### src/rtl/ptw_pkg.sv
// Shared types and encodings for the page table walker.
// Assumes one 32-bit table entry per virtual page.
package ptw_pkg;

    typedef enum logic [2:0] {
        ST_IDLE,
        ST_READ,
        ST_WAIT,
        ST_CHECK,
        ST_DONE
    } walk_state_t;

    typedef enum logic [1:0] {
        CAUSE_NONE    = 2'd0,
        CAUSE_ABSENT  = 2'd1,
        CAUSE_RIGHTS  = 2'd2
    } fault_cause_t;

    localparam int ENTRY_W      = 32;
    localparam int PRESENT_BIT  = 31;
    localparam int RIGHTS_HI    = 30;
    localparam int RIGHTS_LO    = 29;
    localparam int ENTRY_SHIFT  = 2;

    localparam logic [1:0] ACC_READ  = 2'd0;
    localparam logic [1:0] ACC_WRITE = 2'd1;
    localparam logic [1:0] ACC_EXEC  = 2'd2;

    localparam logic [1:0] RG_RO  = 2'd0;
    localparam logic [1:0] RG_RW  = 2'd1;
    localparam logic [1:0] RG_X   = 2'd2;
    localparam logic [1:0] RG_RWX = 2'd3;

endpackage

### src/rtl/ptw_base_reg.sv
// Table base register with deferred update.
// Writes while idle land at once; writes during a walk are parked and
// applied at the final cycle of that walk, the newest write winning.
module ptw_base_reg #(
    parameter int PA_W = 34
) (
    input  logic            clk,
    input  logic            rst_n,
    input  logic            wr_en,
    input  logic [PA_W-1:0] wr_data,
    input  logic            busy,
    input  logic            walk_end,
    output logic [PA_W-1:0] base
);

    logic [PA_W-1:0] park_q;
    logic            park_v_q;

    // Update the live base or the parked value depending on walk status.
    always_ff @(posedge clk) begin
        if (!rst_n) begin
            base     <= '0;
            park_q   <= '0;
            park_v_q <= 1'b0;
        end else if (!busy) begin
            if (wr_en) base <= wr_data;
        end else if (walk_end) begin
            if (wr_en)         base <= wr_data;
            else if (park_v_q) base <= park_q;
            park_v_q <= 1'b0;
        end else if (wr_en) begin
            park_q   <= wr_data;
            park_v_q <= 1'b1;
        end
    end

endmodule

### src/rtl/ptw_entry_check.sv
// Judges a fetched table entry against the requested access.
// Purely combinational; assumes PPN_W fits below the rights field.
module ptw_entry_check
    import ptw_pkg::*;
#(
    parameter int PPN_W = 22
) (
    input  logic [ENTRY_W-1:0] entry,
    input  logic [1:0]         access,
    output logic               fault,
    output fault_cause_t       cause,
    output logic [PPN_W-1:0]   ppn
);

    logic [1:0] rights;
    logic       allowed;

    assign rights = entry[RIGHTS_HI:RIGHTS_LO];
    assign ppn    = entry[PPN_W-1:0];

    // Decide whether the rights field covers the access kind.
    always_comb begin
        unique case (rights)
            RG_RO:   allowed = (access == ACC_READ);
            RG_RW:   allowed = (access == ACC_READ) || (access == ACC_WRITE);
            RG_X:    allowed = (access == ACC_EXEC);
            default: allowed = (access != 2'd3);
        endcase
    end

    // Rank the fault reasons: absence first, then rights.
    always_comb begin
        if (!entry[PRESENT_BIT]) begin
            fault = 1'b1;
            cause = CAUSE_ABSENT;
        end else if (!allowed) begin
            fault = 1'b1;
            cause = CAUSE_RIGHTS;
        end else begin
            fault = 1'b0;
            cause = CAUSE_NONE;
        end
    end

endmodule

### src/rtl/page_walker.sv
// Single-level page table walker.
// Takes one request at a time, reads one entry at base + VPN*4, checks
// residency and rights, and reports a translation or a fault.
// Assumes the memory answers every read with exactly one mem_rvalid.
module page_walker
    import ptw_pkg::*;
#(
    parameter int VA_W  = 32,
    parameter int OFF_W = 12,
    parameter int PPN_W = 22,
    localparam int VPN_W = VA_W - OFF_W,
    localparam int PA_W  = PPN_W + OFF_W
) (
    input  logic             clk,
    input  logic             rst_n,
    input  logic             base_wr_en,
    input  logic [PA_W-1:0]  base_wr_data,
    input  logic             req_valid,
    input  logic [VA_W-1:0]  req_vaddr,
    input  logic [1:0]       req_access,
    output logic             busy,
    output logic             mem_req,
    output logic [PA_W-1:0]  mem_addr,
    input  logic             mem_rvalid,
    input  logic [31:0]      mem_rdata,
    output logic             done,
    output logic             resp_fault,
    output logic [1:0]       resp_cause,
    output logic [PA_W-1:0]  resp_paddr,
    output logic [VPN_W-1:0] fault_vpn
);

    walk_state_t         state_q;
    logic [VPN_W-1:0]    vpn_q;
    logic [OFF_W-1:0]    off_q;
    logic [1:0]          acc_q;
    logic [ENTRY_W-1:0]  entry_q;
    logic [PA_W-1:0]     base;
    logic                chk_fault;
    fault_cause_t        chk_cause;
    logic [PPN_W-1:0]    chk_ppn;

    assign busy    = (state_q != ST_IDLE);
    assign mem_req = (state_q == ST_READ);
    assign done    = (state_q == ST_DONE);
    assign mem_addr = base + PA_W'({vpn_q, {ENTRY_SHIFT{1'b0}}});

    ptw_base_reg #(.PA_W(PA_W)) u_base (
        .clk      (clk),
        .rst_n    (rst_n),
        .wr_en    (base_wr_en),
        .wr_data  (base_wr_data),
        .busy     (busy),
        .walk_end (done),
        .base     (base)
    );

    ptw_entry_check #(.PPN_W(PPN_W)) u_check (
        .entry  (entry_q),
        .access (acc_q),
        .fault  (chk_fault),
        .cause  (chk_cause),
        .ppn    (chk_ppn)
    );

    // Walk sequencing: accept, read, wait, judge, report.
    always_ff @(posedge clk) begin
        if (!rst_n) begin
            state_q <= ST_IDLE;
            vpn_q   <= '0;
            off_q   <= '0;
            acc_q   <= '0;
            entry_q <= '0;
        end else begin
            unique case (state_q)
                ST_IDLE: if (req_valid) begin
                    vpn_q   <= req_vaddr[VA_W-1:OFF_W];
                    off_q   <= req_vaddr[OFF_W-1:0];
                    acc_q   <= req_access;
                    state_q <= ST_READ;
                end
                ST_READ: state_q <= ST_WAIT;
                ST_WAIT: if (mem_rvalid) begin
                    entry_q <= mem_rdata;
                    state_q <= ST_CHECK;
                end
                ST_CHECK: state_q <= ST_DONE;
                default:  state_q <= ST_IDLE;
            endcase
        end
    end

    // Result registers, written once per walk and held until the next.
    always_ff @(posedge clk) begin
        if (!rst_n) begin
            resp_fault <= 1'b0;
            resp_cause <= CAUSE_NONE;
            resp_paddr <= '0;
            fault_vpn  <= '0;
        end else if (state_q == ST_CHECK) begin
            resp_fault <= chk_fault;
            resp_cause <= chk_cause;
            resp_paddr <= chk_fault ? '0 : {chk_ppn, off_q};
            if (chk_fault) fault_vpn <= vpn_q;
        end
    end

endmodule

### config.mk
export PLATFORM = sky130hd
export DESIGN_NAME = page_walker
export DESIGN_NICKNAME = d
export VERILOG_FILES = /design/src/rtl/ptw_pkg.sv /design/src/rtl/ptw_base_reg.sv /design/src/rtl/ptw_entry_check.sv /design/src/rtl/page_walker.sv
export SDC_FILE = /design/constraint.sdc
export NUM_CORES = 1
export LEC_CHECK = 0
export BUFFER_PORTS_ARGS = -buffer_cell sky130_fd_sc_hd__clkbuf_2
export CORE_UTILIZATION = 49
export CTS_CLUSTER_SIZE = 30
export DETAILED_ROUTE_END_ITERATION = 8
export PLACE_DENSITY = 0.74
export SLEW_MARGIN = 0
export SYNTH_ARGS = -nofsm -noshare
export SYNTH_HDL_FRONTEND = slang
export SYNTH_SLANG_ARGS = --single-unit
### constraint.sdc
create_clock -name clk -period 2.7 [get_ports clk]
set_input_delay 0 -clock clk [delete_from_list [all_inputs] [get_ports clk]]
set_output_delay 0 -clock clk [all_outputs]
set_load 0.005 [all_outputs]
==> results.json <==
{
  "max_slew_margin_pct": 43.5,
  "cap_violations": 0,
  "crit_type": "register to primary output",
  "wl_um": 23200,
  "max_stage_delay_ns": 0.40,
  "utilization_pct": 67.5,
  "first_pass_iters": 6,
  "grt_antenna_before_repair": 0,
  "synth_nets": 1143,
  "cts_tree": "done",
  "hp-class": "primary input to register",
  "clock_sinks": 188,
  "worst_slew_pin_slew_ns": 0.847,
  "violations": "negative setup slack",
  "cp_cell_sequence": "ha_4 -> fa_2 -> a21o_4 -> a31oi_4 -> or3_4 -> a211o_4 -> a2111oi_4 -> xor2_1 -> buf_2",
  "track_usage_pct": 26.3,
  "startpoint": "vpn_q[0]$_SDFFE_PN0P_",
  "crit_required_ns": 2.70,
  "hold_slack_ns": 0.0604,
  "grt_overflow": 0,
  "antenna_cells": 0,
  "finalHoldViolCount": 0,
  "die_x_um": 132,
  "drt_iter0_markers": 511,
  "ys_ff_latch": 188,
  "post_drt_via_cell_ratio": 5.37,
  "grt_pass1_wl_um": 36800,
  "syn_inst": 1017,
  "hold_start": "rst_n",
  "crit_path_top_delay_cell": "or3_4",
  "chipHeight_um": 132,
  "fin_ws_ns": -0.120,
  "core_area_mm2": 0.0165,
  "fin_area_mm2": 0.0112,
  "synthFlopType": "dfxtp_1",
  "wl_per_cell_um": 15.4,
  "syn-mean-instance-area_um2": 8.13,
  "finClkSkew_ns": 0.0115,
  "period_minus_slack_ns": 2.82,
  "placedInstanceArea_mm2": 0.00934,
  "drv_slew": 0,
  "timing.rr.start": "entry_q[30]$_SDFFE_PN0P_",
  "synth_edf_count": 0,
  "initial_core_util_pct": 50.0,
  "dieArea_mm2": 0.0174,
  "fmax_ghz": 0.355,
  "drive_above_1_share_pct": 23.9,
  "nets": 1401,
  "gp_congestion": 0.948,
  "htree_levels": 4,
  "clk_pin_slew_ns": 0.07,
  "clk_latency_ns": 0.43,
  "crit_fanout": 3,
  "ys_types": 57,
  "irDropWorstVdd_v": 0.000445,
  "cts.path.max_buffers": 2,
  "leakagePower_nw": 4.57,
  "power_mw": 6.82,
  "numCtsBuffers": 17,
  "clockRootBuffer": "clkbuf_16",
  "hpwl_um": 14900,
  "startpoint_type": "register",
  "grt_max_degree": 77,
  "worst-path-buf-inv": 1,
  "crit_path_end_kind": "primary output",
  "powerDensity_mw_per_mm2": 611,
  "num_rows": 47,
  "critPathArrivalTime_ns": 2.82,
  "async_flop_share_pct": 0,
  "ys_seq_area_share_pct": 45.5,
  "ant_nets": 0,
  "synth-warning-count": 0,
  "port_buffers": 191,
  "n_fill_cell": 1340,
  "drc": 0,
  "status": "finished, violations left",
  "ioPinCount": 199,
  "rsz0062_at_grt": "yes",
  "finalSetupViolations": 3,
  "num_vias": 8093,
  "grt_pass1_vias": 7480,
  "synthToLayoutAreaGrowth_pct": 34.9,
  "netlist_area_mm2": 0.00827,
  "post-route-period-util_pct": 104,
  "crit_family": "compound AO/OA/AOI/OAI gates"
}
[per-stage QoR]
step	TNS (ns)	instances	setup WS (ns)
3_3_place_gp	0	1373	0.192
2_1_floorplan	0	1017	0.466
4_1_cts	-0.180	1501	-0.118
6_report	-0.222	1507	-0.120
3_5_place_dp	0	1373	0.166
5_1_grt	-1.08	1507	-0.234
[cells by family (layout without fill, tap and decap cells)]
| family | Yosys count | in the layout | share of synthesized area [%] |
|---|---|---|---|
| simple gates | 403 | 403 | 20.0 |
| compound gates | 265 | 265 | 20.1 |
| flops | 188 | 188 | 45.5 |
| buf+inv | 79 | 349 | 4.19 |
| mux | 35 | 35 | 4.24 |
| xor+xnor | 26 | 26 | 2.75 |
| fa+ha+maj | 21 | 21 | 3.27 |
[area by class of cell]
| type | count | area (um2) | share of cell area (%) |
|---|---|---|---|
| multi-input cells | 750 | 4410 | 39.6 |
| flip-flops and latches | 188 | 3780 | 33.9 |
| repair buffers | 314 | 2120 | 19.0 |
| clock buffers | 20 | 437 | 3.92 |
| well taps | 220 | 275 | 2.47 |
| clock inverters | 11 | 113 | 1.01 |
| inverters | 4 | 20.0 | 0.179 |
[power by group]
group          total, mW  internal [mW]  leakage, nW  switching [mW]
Sequential          3.10           2.95         1.53           0.153
Combinational       1.35          0.592         2.77           0.760
Clock               2.37           1.28        0.260            1.08
[placed cells by master, fill, tap and decap left out, types with 28 or more instances in the layout]
cell type and instances:
mux2i_1 35, a21oi_1 134, nor2_1 84, a211oi_1 34, a22oi_1 34, buf_4 28, nand2_1 257, dfxtp_1 180
clkbuf_2 185, dlygate4sd3_1 93
[timing repair]
item | in CTS | in global routing
gates cloned | 0 | 0
hold buffers | 93 | 0
endpoints found under the hold margin | 127 | 0
buffers inserted | 4 | 6
gates resized for setup | 35 | 28
pin swaps | 11 | 17
setup endpoints to repair | 15 | 15
[worst reg2reg max path: stages, from the launching register on]
cell	delay [ns]
dfxtp_1	0.33
o21ba_2	0.21
o22ai_1	0.25
nand2_1	0.14
nand2b_1	0.62
nand2_1	0.14
a21oi_1	0.17
[cell usage after synthesis, types with 2 or more instances]
master,count,area [um2]
a2111oi_2,2,30.0
a211o_1,2,17.5
a211oi_1,34,255
a21boi_0,2,15.0
a21o_1,8,60.1
a21oi_1,145,726
a22oi_1,34,255
a41oi_1,2,17.5
and2_1,4,25.0
and3_1,5,31.3
buf_1,2,7.51
buf_2,4,20.0
buf_4,8,60.1
buf_6,2,22.5
clkbuf_1,59,221
dfxtp_1,188,3760
ha_1,20,250
inv_1,3,11.3
mux2i_1,35,350
nand2_1,258,968
nand2b_1,5,31.3
nand3_1,11,55.1
nand4_1,8,50.1
nor2_1,86,323
nor2b_1,3,18.8
nor3_1,10,50.1
nor3b_1,4,30.0
o211ai_1,5,37.5
o21a_1,3,22.5
o21ai_0,10,50.1
o21bai_1,2,15.0
o221a_2,2,22.5
or2_2,2,12.5
or4_1,2,15.0
xnor2_1,11,96.3
xor2_1,15,131
[path summary, 6_finish.rpt]
check	slack, ns	cells after the start	to
max	-0.12	9	mem_addr[30]
min	0.06	3	resp_paddr[21]$_SDFFE_PN0P_
max reg2reg	0.77	6	fault_vpn[8]$_SDFFE_PN0P_
min reg2reg	0.45	2	u_base.park_q[8]$_SDFFE_PN0P_
[flip-flops by register name, summed over array words and instances (netlist names)]
name             cells
u_base.base         34
vpn_q               20
u_base.park_q       34
state_q              3
resp_fault           1
off_q               12
acc_q                2
resp_cause           2
fault_vpn           20
resp_paddr          34
u_base.park_v_q      1
entry_q             25
[routing by layer]
layer / part of all wire [%] / track usage, %
met4: 2.2 / 8.85
met5: 0 / 0
met2: 48 / 44.4
met1: 44 / 33.6
met3: 5.7 / 5.27
Power figures use the tool's default switching activity.
